`config.mk`:
```
export PLATFORM = sky130hd
export DESIGN_NAME = pwm_timer_gen
export DESIGN_NICKNAME = d
export VERILOG_FILES = /design/src/rtl/pwm_timer_gen.sv
export SDC_FILE = /design/constraint.sdc
export NUM_CORES = 1
export LEC_CHECK = 0
export BUFFER_PORTS_ARGS = -buffer_cell sky130_fd_sc_hd__buf_2
export CORE_ASPECT_RATIO = 2
export CORE_MARGIN = 2
export CORE_UTILIZATION = 30
export CTS_CLUSTER_SIZE = 8
export DETAILED_ROUTE_END_ITERATION = 8
export PLACE_DENSITY = 0.48
export SETUP_SLACK_MARGIN = 0.15
export SYNTH_ARGS = -nofsm -noshare
export SYNTH_HDL_FRONTEND = slang
export SYNTH_SLANG_ARGS = --single-unit
```
`constraint.sdc`:
```
create_clock -name clk -period 7.4 [get_ports clk]
set_clock_uncertainty 0.15 [all_clocks]
set_input_delay 0.37 -clock clk [delete_from_list [all_inputs] [get_ports clk]]
set_output_delay 0.37 -clock clk [all_outputs]
set_load 0.01 [all_outputs]
```
`src/rtl/pwm_timer_gen.sv`:
```
module pwm_timer_gen #(
  parameter int TW = 8,
  parameter logic [TW-1:0] PERIOD_RST = '1
) (
  input  logic          clk,
  input  logic          rst_n,
  input  logic          en,
  input  logic [1:0]    presc_sel,
  input  logic          period_we,
  input  logic [TW-1:0] period_wdata,
  input  logic          duty_hi_we,
  input  logic [TW-1:0] duty_hi_wdata,
  input  logic          duty_lo_we,
  input  logic [1:0]    duty_lo_wdata,
  output logic          pwm_out
);
  localparam int PW = 6;
  localparam int DW = TW + 2;

  logic [PW-1:0] pcnt, pcnt_nxt, plast;
  logic [TW-1:0] tmr, tmr_nxt, period_q, duty_hi_q;
  logic [1:0]    duty_lo_q, fine_nxt;
  logic [DW-1:0] duty_buf, duty_act, base_nxt;
  logic          tick, rollover, pwm_q;

  always_comb begin
    case (presc_sel)
      2'b00:   plast = PW'(3);
      2'b01:   plast = PW'(15);
      default: plast = PW'(63);
    endcase
  end

  assign tick     = pcnt >= plast;
  assign rollover = tick && (tmr == period_q);
  assign pcnt_nxt = tick ? '0 : pcnt + 1'b1;
  assign tmr_nxt  = rollover ? '0 : (tick ? tmr + 1'b1 : tmr);

  always_comb begin
    case (presc_sel)
      2'b00:   fine_nxt = pcnt_nxt[1:0];
      2'b01:   fine_nxt = pcnt_nxt[3:2];
      default: fine_nxt = pcnt_nxt[5:4];
    endcase
  end

  assign base_nxt = {tmr_nxt, fine_nxt};
  assign duty_buf = {duty_hi_q, duty_lo_q};
  assign pwm_out  = pwm_q;

  always_ff @(posedge clk or negedge rst_n) begin
    if (!rst_n) begin
      period_q  <= PERIOD_RST;
      duty_hi_q <= '0;
      duty_lo_q <= '0;
    end else begin
      if (period_we)  period_q  <= period_wdata;
      if (duty_hi_we) duty_hi_q <= duty_hi_wdata;
      if (duty_lo_we) duty_lo_q <= duty_lo_wdata;
    end
  end

  always_ff @(posedge clk or negedge rst_n) begin
    if (!rst_n) begin
      pcnt     <= '0;
      tmr      <= '0;
      duty_act <= '0;
      pwm_q    <= 1'b0;
    end else if (!en) begin
      pcnt  <= '0;
      tmr   <= '0;
      pwm_q <= 1'b0;
    end else begin
      pcnt <= pcnt_nxt;
      tmr  <= tmr_nxt;
      if (rollover) begin
        duty_act <= duty_buf;
        pwm_q    <= (duty_buf != '0);
      end else if (base_nxt == duty_act) begin
        pwm_q <= 1'b0;
      end
    end
  end

  AST_OFF_LOW: assert property (@(posedge clk) disable iff (!rst_n)
    !en |=> !pwm_out);
  AST_OFF_TMR_HOLD: assert property (@(posedge clk) disable iff (!rst_n)
    !en |=> (tmr == '0));
  AST_RISE_AT_WRAP: assert property (@(posedge clk) disable iff (!rst_n)
    $rose(pwm_out) |-> $past(rollover && en));
  AST_ZERO_NO_SET: assert property (@(posedge clk) disable iff (!rst_n)
    (rollover && duty_buf == '0) |=> !pwm_out);
  AST_DUTY_LATCH: assert property (@(posedge clk) disable iff (!rst_n)
    (en && rollover) |=> (duty_act == $past(duty_buf)));
  AST_DUTY_HOLD: assert property (@(posedge clk) disable iff (!rst_n)
    !(en && rollover) |=> $stable(duty_act));
endmodule

```
# After elaboration in Yosys (flattened, before gate mapping)
# Cells that the tools add are included.
[word_totals]
regBits = 43
out_inout_bits = 1
[op_classes]
add_sub_neg = 2
order_cmp = 1
eq_ne = 4
muxes = 10
n_reduce_logical = 4
[ops]
columns = ["cell", "count"]
rows = [
  ["8-bit two-way mux", 3],
  ["6-bit two-way mux", 2],
  ["6-bit one-hot mux with 2 select lines", 1],
  ["10-bit equality test", 1],
  ["10-bit nonzero test", 1],
  ["8-bit by 1-bit adder with 8-bit output (second input constant)", 1],
  ["8-bit equality test", 1],
  ["6-bit by 1-bit adder with 6-bit output (second input constant)", 1],
  ["6-bit >= comparator", 1],
  ["2-bit one-hot mux with 2 select lines", 1],
  ["1-bit two-way mux", 3],
  ["3-bit by 1-bit inequality test with 1-bit output (second input constant)", 1],
  ["2-bit by 1-bit equality test with 1-bit output (second input constant)", 1],
  ["2-bit zero test", 1],
  ["2-bit AND reduction", 1],
  ["1-bit logical AND", 1],
]

# Logic depth before layout (Yosys ltp)
# Gate-level depths: netlist (run 1).
[logic_depth]
depth_word = 9
ltp_mapped = 11

# Worst setup path before layout (run 1)
# Ideal clock, no wire load.
[synth_path]
path_kind = "input to register"
from = "input port presc_sel[1]"
to = "register pwm_q, in the netlist pwm_out"
t_arrival_ns = 2.353
setup_slack_ns = 4.767
stages = 10
path_cell_list = "inv_1 -> ha_1 -> or2_2 -> a21oi_1 -> nor2_1 -> or4_1 -> o41a_1 -> a31o_1 -> nor4_2 -> o22ai_1"
[synth_between]
elab_chain_cells = 7
[synth_lines]
columns = ["element", "line_no", "text"]
rows = [
  ["start: declaration", "8", "input logic [1:0] presc_sel,"],
  ["2-bit by 1-bit equality test with 1-bit output or 2-bit zero test (tied branches)", "27, 40", ""],
  ["6-bit one-hot mux with 2 select lines", "27", "case (presc_sel)"],
  ["6-bit >= comparator", "34", "assign tick = pcnt >= plast;"],
  ["6-bit two-way mux, or another cell as far along", "36", "assign pcnt_nxt = tick ? '0 : pcnt + 1'b1;"],
  ["2-bit one-hot mux with 2 select lines or 8-bit two-way mux (tied branches)", "40, 37", ""],
  ["10-bit equality test", "79", "end else if (base_nxt == duty_act) begin"],
  ["3-bit by 1-bit inequality test with 1-bit output (no source line)", "--", ""],
  ["end signal: assignment", "78", "pwm_q <= (duty_buf != '0);"],
  ["end: declaration", "24", "logic tick, rollover, pwm_q;"],
]
# Parallel ways exist; a longest one is shown, timed or not.
# A chain may end at the register's enable or synchronous reset.

# Final worst setup path (run 1)
[layout_path]
from = "register pcnt[4]"
to = "register pwm_q, in the netlist pwm_out"
[layout_between]
elab_chain_cells = 5
[layout_lines]
columns = ["element", "line_no", "text"]
rows = [
  ["start: declaration", "20", "logic [PW-1:0] pcnt, pcnt_nxt, plast;"],
  ["start signal: assignment", "74", "pcnt <= pcnt_nxt;"],
  ["6-bit by 1-bit adder with 6-bit output or 6-bit >= comparator (tied branches)", "36, 34", ""],
  ["6-bit two-way mux, or another cell as far along", "36", ""],
  ["2-bit one-hot mux with 2 select lines or 8-bit two-way mux (tied branches)", "40, 37", ""],
  ["10-bit equality test", "79", ""],
  ["3-bit by 1-bit inequality test with 1-bit output (no source line)", "--", ""],
]
# Parallel ways exist; a longest one is shown, timed or not.

==> summary.txt, run 1 <==
Outcome
  – Status: complete, no violations

Cells and area
  – Area occupied by registers: 1090 um^2
  – Layout cell share with drive strength beyond 1: 33.9%
  – Area grow syn2layout: 15.7%
  – Final #Nets: 265
  – Multi-input combinational cell area: 1170 um^2
  – FILL cells: 796
  – # diodes: 0

Critical path
  – Crit path largest cell delay: 0.54 ns
  – Slowest cell on crit path: or4_1
  – Startpoint Class: flip-flop
  – Setup crit end: pwm_out
  – WS Path Type: flip-flop to flip-flop
  – Worst-path maximum fanout: 6
  – Critical Path AT: 2.83 ns
  – Reg2reg setup slack: 4.57 ns
  – Reg2Reg Depth: 9
  – Setup crit end kind: flip-flop
  – CP required: 7.40 ns
  – R2r startpoint: pcnt[4]
  – Start point of the critical path: pcnt[4]
  – Crit-path cells: ha_1, or2_2, a21oi_1, nor2_1, or4_1, o41a_1, a31o_1, nor4_2, o22ai_1
  – Reg2reg end: pwm_out

Global routing
  – Busiest grt layer: met2
  – GRT Total Usage: 13.8%
  – Gr ovfl total: 0
  – First-pass GRT wire length: 8.69 mm
  – Met1 Use GR: 13.7%
  – Routing usage on met3: 2.81%
  – Vias in the first global route: 1765
  – M2 GR Usage: 25.5%
  – Antenna violations before repair: 0
  – Largest net degree at the start of global routing: 44

Placement
  – Post-DP HPWL: 3.87 mm
  – Number of I/O port buffers: 26
  – Routability cong.: 0.806

Synthesis
  – Most common cell in the synthesized netlist: dfrtp_1
  – Synth Area in Simple Gates: 17.9%
  – Largest family of logic cells by synthesized area: simple AND/OR/NAND/NOR gates
  – Sequential fraction of the synthesis area: 47.1%
  – Synthesized Nets: 236
  – Mapped cell area: 2300 um^2
  – Synth area leader: dfrtp_1
  – Post-synth ARST share: 100%
  – Post-Synth Adder-Cell Area: 2.17%
  – Synthesized flop and latch total: 43
  – Most used DFF post-synth: dfrtp_1
  – EDFF count, synth: 0
  – Mux share of post-synthesis cell area: 14.2%
  – Syn avg cell area: 11.2 um^2
  – Synth top area share: 38.0%
  – Compound-Gate Fraction of Synth Area: 9.55%
  – Synth Area in XOR/XNOR: 7.11%
  – Netlist cell types: 49
  – Top cells by count, synth: 35 x dfrtp_1, 29 x mux2_2, 18 x nor2_1
  – Yosys warns: 0
  – Mapped Cells: 206
  – Top cells by area, synth: dfrtp_1 38%, mux2_2 14%, dfstp_2 9.1%, xnor2_1 4.6%, nor2_1 2.9%

Die
  – Initial core utilization: 30.5%
  – Die width: 66.0 um
  – Die ar.: 8440 um^2
  – Row count: 45
  – Num ports: 27
  – Core footprint: 7540 um^2
  – Die Ht: 128 um

Timing
  – Slew @ Worst Pin: 0.974 ns
  – Hold Vio Cnt, Final: 0
  – Period Utilization, post-route: 38.3%
  – Rel. slew slack: 35.0%
  – RSZ-0062 raised after global routing: false
  – TNS Setup: 0 ns
  – # setup viols final: 0
  – Min Hold Slack: 0.0879 ns
  – Final Critical Period: 2.83 ns
  – Highest Clock Rate: 353 MHz
  – Slew Viols, Final: 0

Power
  – VDD IR max: 0.149 mV
  – Pwr dens: 198 nW/um^2
  – Leakage: 1.12 nW

Clock tree
  – Clk_lat worst skew: 0.29 ns
  – CTS root buffer: clkbuf_16
  – Postcts setup bufs: 0
  – H-tree levels: 2
  – CTS clk-pin slew, worst paths: 0.06 ns
  – Hold buffers post-CTS: 0
  – Max Root-Sink Buffers: 2
  – Post-cts sizing count: 0
  – Clock sinks: 43
  – TritonCTS Buffers: 5
  – CTS tree: done

Drt
  – Pre-Repair DR Iteration Count: 4
  – Routed WL: 5.01 mm
  – Initial DRC Count: 40
  – Total number of vias: 1668
  – DRC: 0
  – Vias/cell: 5.05
  – Final ANT Viol Nets: 0
  – Wirelength per Cell: 15.2 um

Run
  – Max-Cap Viols: 0

Hold path
  – Hold Path Class: input port to async pin
## state kept, by name, indices dropped and copies added, names as in the netlist
register / count
duty_act: 10
duty_hi_q: 8
duty_lo_q: 2
pcnt: 6
period_q: 8
pwm_out: 1
tmr: 8
## critical path, delay by kind of cell (launching register included)
family,cells,cell delay [ns]
AOI/OAI and AO/OA,4,0.71
adders and majority gates,1,0.28
DFF,1,0.44
and+or+nand+nor,4,1.11
## logic make-up after synthesis
kind of cell | after synthesis
xor gates and xnor gates | 17
AOI/OAI and AO/OA | 30
and+or+nand+nor | 74
buffers and inverters | 9
adders and majority gates | 4
DFF | 43
muxes | 29
## layout by cell type (no fill, tap or decap), types with 2 or more instances in the layout
cell type / Yosys / routed
and2_1: 2 / 2
nor2_1: 18 / 18
nand4_1: 7 / 7
nor4b_1: 2 / 2
nand2_1: 13 / 13
buf_2: 0 / 26
a21oi_1: 7 / 7
or4_1: 4 / 4
and4_1: 2 / 2
o22ai_1: 2 / 2
nand3_1: 7 / 7
dfstp_2: 8 / 8
inv_1: 5 / 5
o21ai_0: 5 / 5
nor4_1: 2 / 2
xnor2_1: 12 / 12
clkbuf_16: 0 / 5
dfrtp_1: 35 / 35
or2_2: 3 / 3
ha_1: 4 / 4
mux2_2: 29 / 29
or3b_2: 2 / 2
and3_1: 2 / 2
or3_1: 2 / 2
o21bai_1: 2 / 2
xor2_1: 4 / 4
a21boi_0: 2 / 2
## per-stage QoR
| step | utilization, % | setup WS (ns) | power [mW] | area (um^2) | std cells |
|---|---|---|---|---|---|
| 2_1_floorplan | - | 4.77 | 0.297 | 2300 | 206 |
| 3_3_place_gp | 33.5 | 4.47 | 0.318 | 2530 | 322 |
| 3_5_place_dp | 33.5 | 4.39 | 0.319 | 2530 | 322 |
| 4_1_cts | 35.4 | 4.56 | 0.538 | 2670 | 330 |
| 5_1_grt | 35.4 | 4.34 | 0.555 | 2670 | 330 |
| 6_report | 35.4 | 4.57 | 0.529 | 2670 | 330 |
## metal layers
| layer | routed length [um] | vias to the layer above | part of all wire, % |
|---|---|---|---|
| met5 | 0 | - | 0 |
| met4 | 162 | 0 | 3.2 |
| met3 | 147 | 9 | 2.9 |
| met2 | 2820 | 27 | 56 |
| met1 | 1880 | 823 | 37 |
| li1 | - | 809 | - |
## cell type report
class	instances	area share (%)
clock buffer	6	4.83
tap	94	4.41
inverter	5	0.704
clock inverter	2	0.469
sequential	43	40.7
timing repair buffer	26	4.88
multi-input combinational	154	44.0
## worst min path at each step
stage / slack (ns) / endpoint / depth (start not counted) / startpoint
finish: 0.09 / tmr[3] / 1 / rst_n
global route: 0.16 / duty_hi_q[4] / 2 / duty_hi_wdata[4]
global placement: 0.36 / duty_act[4] / 1 / duty_act[4]
detailed placement: 0.36 / duty_act[4] / 1 / duty_act[4]
floorplan: -0.08 / duty_act[0] / 0 / rst_n
CTS: 0.13 / duty_hi_q[3] / 1 / rst_n
## power by group
part	total, mW	internal [mW]	switching (mW)
Combinational	0.0521	0.0262	0.0259
Clock	0.215	0.125	0.0906
Sequential	0.262	0.251	0.0107
Power figures use the tool's default switching activity.
==> run 2: changes to the inputs <==
--- a/config.mk
+++ b/config.mk
@@ -11,7 +11,7 @@
 export CORE_UTILIZATION = 30
 export CTS_CLUSTER_SIZE = 8
 export DETAILED_ROUTE_END_ITERATION = 8
-export PLACE_DENSITY = 0.48
+export PLACE_DENSITY = 0.49
 export SETUP_SLACK_MARGIN = 0.15
 export SYNTH_ARGS = -nofsm -noshare
 export SYNTH_HDL_FRONTEND = slang
==> constraint.sdc (replaced) <==
create_clock -name clk -period 2.5 [get_ports clk]
set_clock_uncertainty 0.15 [all_clocks]
set_input_delay 0.125 -clock clk [delete_from_list [all_inputs] [get_ports clk]]
set_output_delay 0.125 -clock clk [all_outputs]
set_load 0.01 [all_outputs]
==> summary.txt, run 2 (synthesis results as in run 1) <==
Outcome
  – Status: finished, violations left
  – Violated checks: negative setup slack

Drt
  – Vias/cell: 4.84
  – Wirelength per Cell: 15.0 um
  – DRC: 0
  – Final ANT Viol Nets: 0
  – Routed WL: 5.68 mm
  – Initial DRC Count: 37
  – Pre-Repair DR Iteration Count: 4
  – Total number of vias: 1833

Hold path
  – Hold Path Class: input port to flip-flop

Cells and area
  – Layout cell share with drive strength beyond 1: 42.8%
  – Multi-input combinational cell area: 1270 um^2
  – # diodes: 0
  – Final #Nets: 314
  – Flip-flop count of the largest register after layout: 10
  – Reg with most FFs: duty_act
  – FILL cells: 771
  – Area grow syn2layout: 39.2%
  – Final core occ: 42.5%
  – Commonest non-fill, non-tap cell in the layout: dfrtp_1
  – Commonest cells after routing, fill and taps aside: 35 x dfrtp_1, 29 x mux2_2, 26 x buf_2, 26 x buf_4, 22 x dlygate4sd3_1
  – Area occupied by registers: 1090 um^2
  – Finished Cell Area: 3210 um^2
  – Layout Cells excl Fill: 379

Die
  – Die ar.: 8440 um^2
  – Num ports: 27
  – Core footprint: 7540 um^2
  – Die width: 66.0 um
  – Die Ht: 128 um
  – Initial core utilization: 30.5%
  – Row count: 45

Timing
  – Period Utilization, post-route: 101%
  – Slew Viols, Final: 0
  – Min Hold Slack: 0.0768 ns
  – Highest Clock Rate: 398 MHz
  – Rel. slew slack: 72.7%
  – Hold Vio Cnt, Final: 0
  – Slew @ Worst Pin: 0.410 ns
  – TNS Setup: -0.0155 ns
  – Final Critical Period: 2.52 ns
  – Post-layout worst setup margin: -0.0155 ns
  – # setup viols final: 1
  – RSZ-0062 raised after global routing: true

Global routing
  – Gr ovfl total: 0
  – GRT Total Usage: 14.9%
  – Vias in the first global route: 1974
  – Largest net degree at the start of global routing: 26
  – M2 GR Usage: 28.8%
  – Met1 Use GR: 15.4%
  – Routing usage on met3: 2.37%
  – First-pass GRT wire length: 9.55 mm
  – Antenna violations before repair: 0
  – Busiest grt layer: met2

Power
  – Power, Total: 1.76 mW
  – Sequential Power Share: 43.7%
  – Pwr dens: 549 nW/um^2
  – Combinational fraction of design power: 12.3%
  – Leakage: 1.37 nW
  – Clock power frac: 44.0%
  – Sw frac: 22.8%
  – Sw power: 0.401 mW
  – P_int: 1.36 mW
  – VDD IR max: 0.593 mV

Clock tree
  – CTS clk-pin slew, worst paths: 0.06 ns
  – H-tree levels: 2
  – Postcts setup bufs: 0
  – Max Root-Sink Buffers: 2
  – Clk_lat worst skew: 0.29 ns
  – CTS tree: done
  – Clock sinks: 43
  – CTS root buffer: clkbuf_16
  – TritonCTS Buffers: 5

Placement
  – Placed insts: 348
  – Number of I/O port buffers: 26
  – DP Worst Slack: -0.124 ns
  – Placed inst area: 2770 um^2
  – Routability cong.: 0.789
  – Post-DP HPWL: 4.21 mm

Critical path
  – Worst-path maximum fanout: 7
  – Setup crit end kind: flip-flop
  – Slowest cell on crit path: or4_4
  – Critical Path AT: 2.53 ns
  – CP most frequent cell: or2_4
  – Startpoint Class: flip-flop
  – WS Path Type: flip-flop to flip-flop
  – Crit path largest cell delay: 0.51 ns
  – Crit-path cells: ha_4, or2_4, a21oi_4, or2_4, or4_4, a21boi_2, o22ai_2, nor4_2, o22ai_1
  – CP required: 2.52 ns

Run
  – Max-Cap Viols: 0
==> run 2: changes by cell type in the layout (fill, tap and decap cells not counted), sizes merged <==
cell / change
or2: +1
buf: +26
dlygate4sd3: +22
bufinv: +1
clkinvlp: -1
==> run 2: final timing paths <==
| kind | start | slack, ns | cells after the start | to |
|---|---|---|---|---|
| worst max-delay path | pcnt[4] | -0.02 | 9 | pwm_out |
| worst min-delay path | period_we | 0.08 | 2 | period_q[0] |
| max in group asynchronous | rst_n | 1.36 | 3 | duty_act[0] |
| min in group asynchronous | rst_n | 0.14 | 2 | duty_hi_q[5] |
| worst min register to register | duty_act[2] | 0.36 | 1 | duty_act[2] |
| worst max register to register | pcnt[4] | -0.02 | 9 | pwm_out |
==> run 2: cell type report <==
cell class	count	area share, %
well taps	94	3.67
inverters	5	0.585
clock buffers	6	4.33
multi-input cells	155	39.5
clock inverters	2	1.09
repair buffers	74	17.0
flip-flops and latches	43	33.9
==> run 2: timing repair <==
item                       in CTS  in global routing
gates cloned                    1                  0
setup endpoints to repair       1                  8
gates resized for setup         6                  4
hold buffers                   22                  0
hold endpoints to repair       37                  0
pin swaps                       4                  1
==> run 2: power groups by stage <==
stage / clock network (mW) / registers (mW) / logic, mW
after floorplan: 0 / 0.776 / 0.107
after global placement: 0 / 0.784 / 0.182
after detailed placement: 0 / 0.785 / 0.184
after CTS: 0.798 / 0.772 / 0.215
after global routing: 0.813 / 0.779 / 0.240
final: 0.776 / 0.771 / 0.216
==> run 2: layer usage <==
layer,routed length (um),part of all wire [%],up-vias
li1,-,-,904
met1,2050,36,892
met2,3350,59,28
met3,135,2.4,9
met4,142,2.5,0
met5,0,0,-
==> run 2: critical path: cells and delay by family (launching register included) <==
| family | cells | cell delay (ns) |
|---|---|---|
| flip-flops | 1 | 0.42 |
| AO/OA/AOI/OAI | 4 | 0.39 |
| adder cells (fa/ha/maj) | 1 | 0.27 |
| AND/OR/NAND/NOR | 4 | 1.16 |
==> run 3: changes to the inputs <==
--- a/config.mk
+++ b/config.mk
@@ -11,8 +11,11 @@
 export CORE_UTILIZATION = 30
 export CTS_CLUSTER_SIZE = 8
 export DETAILED_ROUTE_END_ITERATION = 8
+export GPL_ROUTABILITY_DRIVEN = 0
+export GPL_TIMING_DRIVEN = 0
 export PLACE_DENSITY = 0.49
 export SETUP_SLACK_MARGIN = 0.15
 export SYNTH_ARGS = -nofsm -noshare
 export SYNTH_HDL_FRONTEND = slang
 export SYNTH_SLANG_ARGS = --single-unit
+export TNS_END_PERCENT = 5
==> summary.txt, run 3 (synthesis results as in run 1) <==
Cells and area
  – Commonest non-fill, non-tap cell in the layout: dfrtp_1
  – Flip-flop count of the largest register after layout: 10
  – Layout cell share with drive strength beyond 1: 37.1%
  – FILL cells: 777
  – Final core occ: 40.5%
  – Commonest cells after routing, fill and taps aside: 34 x dfrtp_1, 29 x mux2_2, 24 x buf_2
  – Area grow syn2layout: 32.7%
  – Final #Nets: 293
  – Layout Cells excl Fill: 358
  – Reg with most FFs: duty_act
  – # diodes: 0

Timing
  – Post-layout worst setup margin: -0.102 ns
  – Slew @ Worst Pin: 0.980 ns
  – Period Utilization, post-route: 104%
  – Rel. slew slack: 34.6%
  – RSZ-0062 raised after global routing: true
  – Final Critical Period: 2.60 ns
  – Highest Clock Rate: 384 MHz
  – Min Hold Slack: 0.192 ns
  – Hold Vio Cnt, Final: 0
  – Slew Viols, Final: 0
  – # setup viols final: 1

Drt
  – Pre-Repair DR Iteration Count: 4
  – Wirelength per Cell: 14.7 um
  – Initial DRC Count: 44
  – Final ANT Viol Nets: 0
  – Vias/cell: 4.91
  – Total number of vias: 1759
  – Routed WL: 5.26 mm
  – DRC: 0

Critical path
  – Reg2reg setup slack: -0.10 ns
  – Worst-path maximum fanout: 10
  – WS Path Type: flip-flop to flip-flop
  – Reg2Reg Depth: 10
  – Critical Path AT: 2.61 ns
  – Setup crit end kind: flip-flop
  – CP required: 2.51 ns
  – Reg2reg end: pwm_out
  – Start point of the critical path: pcnt[4]
  – Startpoint Class: flip-flop
  – R2r startpoint: pcnt[4]
  – Setup crit end: pwm_out

Power
  – Clock power frac: 41.3%
  – Sw power: 0.376 mW
  – Combinational fraction of design power: 11.7%
  – Leakage: 1.27 nW
  – Sw frac: 22.8%
  – VDD IR max: 0.427 mV
  – Sequential Power Share: 46.9%
  – P_int: 1.28 mW
  – Pwr dens: 540 nW/um^2

Clock tree
  – CTS tree: done
  – H-tree levels: 2
  – Max Root-Sink Buffers: 2
  – Clk_lat worst skew: 0.29 ns
  – CTS root buffer: clkbuf_16
  – Clock sinks: 43
  – CTS clk-pin slew, worst paths: 0.06 ns
  – TritonCTS Buffers: 5

Global routing
  – Antenna violations before repair: 0
  – GRT Total Usage: 14.3%
  – Vias in the first global route: 1927
  – Largest net degree at the start of global routing: 44
  – First-pass GRT wire length: 9.12 mm
  – Gr ovfl total: 0

Die
  – Num ports: 27
  – Row count: 45
  – Die Ht: 128 um
  – Core footprint: 7540 um^2
  – Die ar.: 8440 um^2
  – Die width: 66.0 um
  – Initial core utilization: 30.5%

Placement
  – Number of I/O port buffers: 24
  – Post-DP HPWL: 3.90 mm
  – Placed insts: 324

Hold path
  – Hold Path Class: input port to flip-flop

Outcome
  – Violated checks: negative setup slack
  – Status: finished, violations left

Run
  – Max-Cap Viols: 0
## run 3: changes by cell type in the layout (fill, tap and decap cells not counted), sizes merged
cell	delta
or2	-1
bufinv	-1
clkinv	-1
buf	-22
clkbuf	+4
## run 3: power by group through the flow
stage	clock (mW)	combinational, mW	sequential (mW)
after floorplan	0	0.107	0.776
after global placement	0	0.158	0.787
after detailed placement	0	0.161	0.788
after CTS	0.719	0.194	0.776
after global routing	0.740	0.216	0.782
final	0.683	0.194	0.775
## run 3: worst min-delay path by stage
stage | from | to | slack, ns | depth (start not counted)
4_1_cts | period_we | period_q[6] | 0.21 | 2
2_1_floorplan | rst_n | duty_act[0] | -0.32 | 0
6_report | period_we | period_q[6] | 0.19 | 2
3_3_place_gp | rst_n | duty_hi_q[2] | 0.20 | 1
5_1_grt | period_we | period_q[7] | 0.22 | 2
3_5_place_dp | rst_n | duty_hi_q[2] | 0.20 | 1
## run 3: layout make-up
type	count	area (um^2)	area share [%]
multi-input combinational	154	1270	41.7
timing repair buffer	50	370	12.1
tap	94	118	3.84
buffer	4	33.8	1.10
sequential	43	1090	35.5
inverter	5	18.8	0.613
clock buffer	8	156	5.11
## run 3: what timing repair did
action	CTS	global route
gates cloned	0	0
pin swaps	1	1
endpoints found under the setup margin	1	10
hold buffers	22	0
resized for setup	7	9
setup buffers	4	0
endpoints found under the hold margin	55	0
## run 3: metrics by stage
step | power, mW | worst slack, ns | cell area (um^2) | setup TNS, ns
3_5_place_dp | 0.950 | -0.259 | 2590 | -0.259
4_1_cts | 1.69 | -0.147 | 3020 | -0.147
3_3_place_gp | 0.946 | -0.221 | 2590 | -0.221
6_report | 1.65 | -0.102 | 3060 | -0.102
2_1_floorplan | 0.883 | 0.0494 | 2350 | 0
5_1_grt | 1.74 | -0.235 | 3060 | -0.235
## run 3: per-layer routing
| layer | global-route usage (%) | wire length, um | up-vias |
|---|---|---|---|
| li1 | - | - | 870 |
| met1 | 14.4 | 1960 | 860 |
| met2 | 27.0 | 3060 | 22 |
| met3 | 2.72 | 119 | 7 |
| met4 | 6.96 | 123 | 0 |
| met5 | 0 | 0 | - |
## run 3: critical path, stage by stage, from the launching register on
cell and delay (ns):
dfrtp_2 0.42, ha_4 0.26, or2_4 0.11, a21oi_4 0.06
or2_4 0.29, buf_8 0.15, or3_1 0.40, a21oi_2 0.14
o22ai_1 0.10, nor4_2 0.27, o22ai_1 0.12
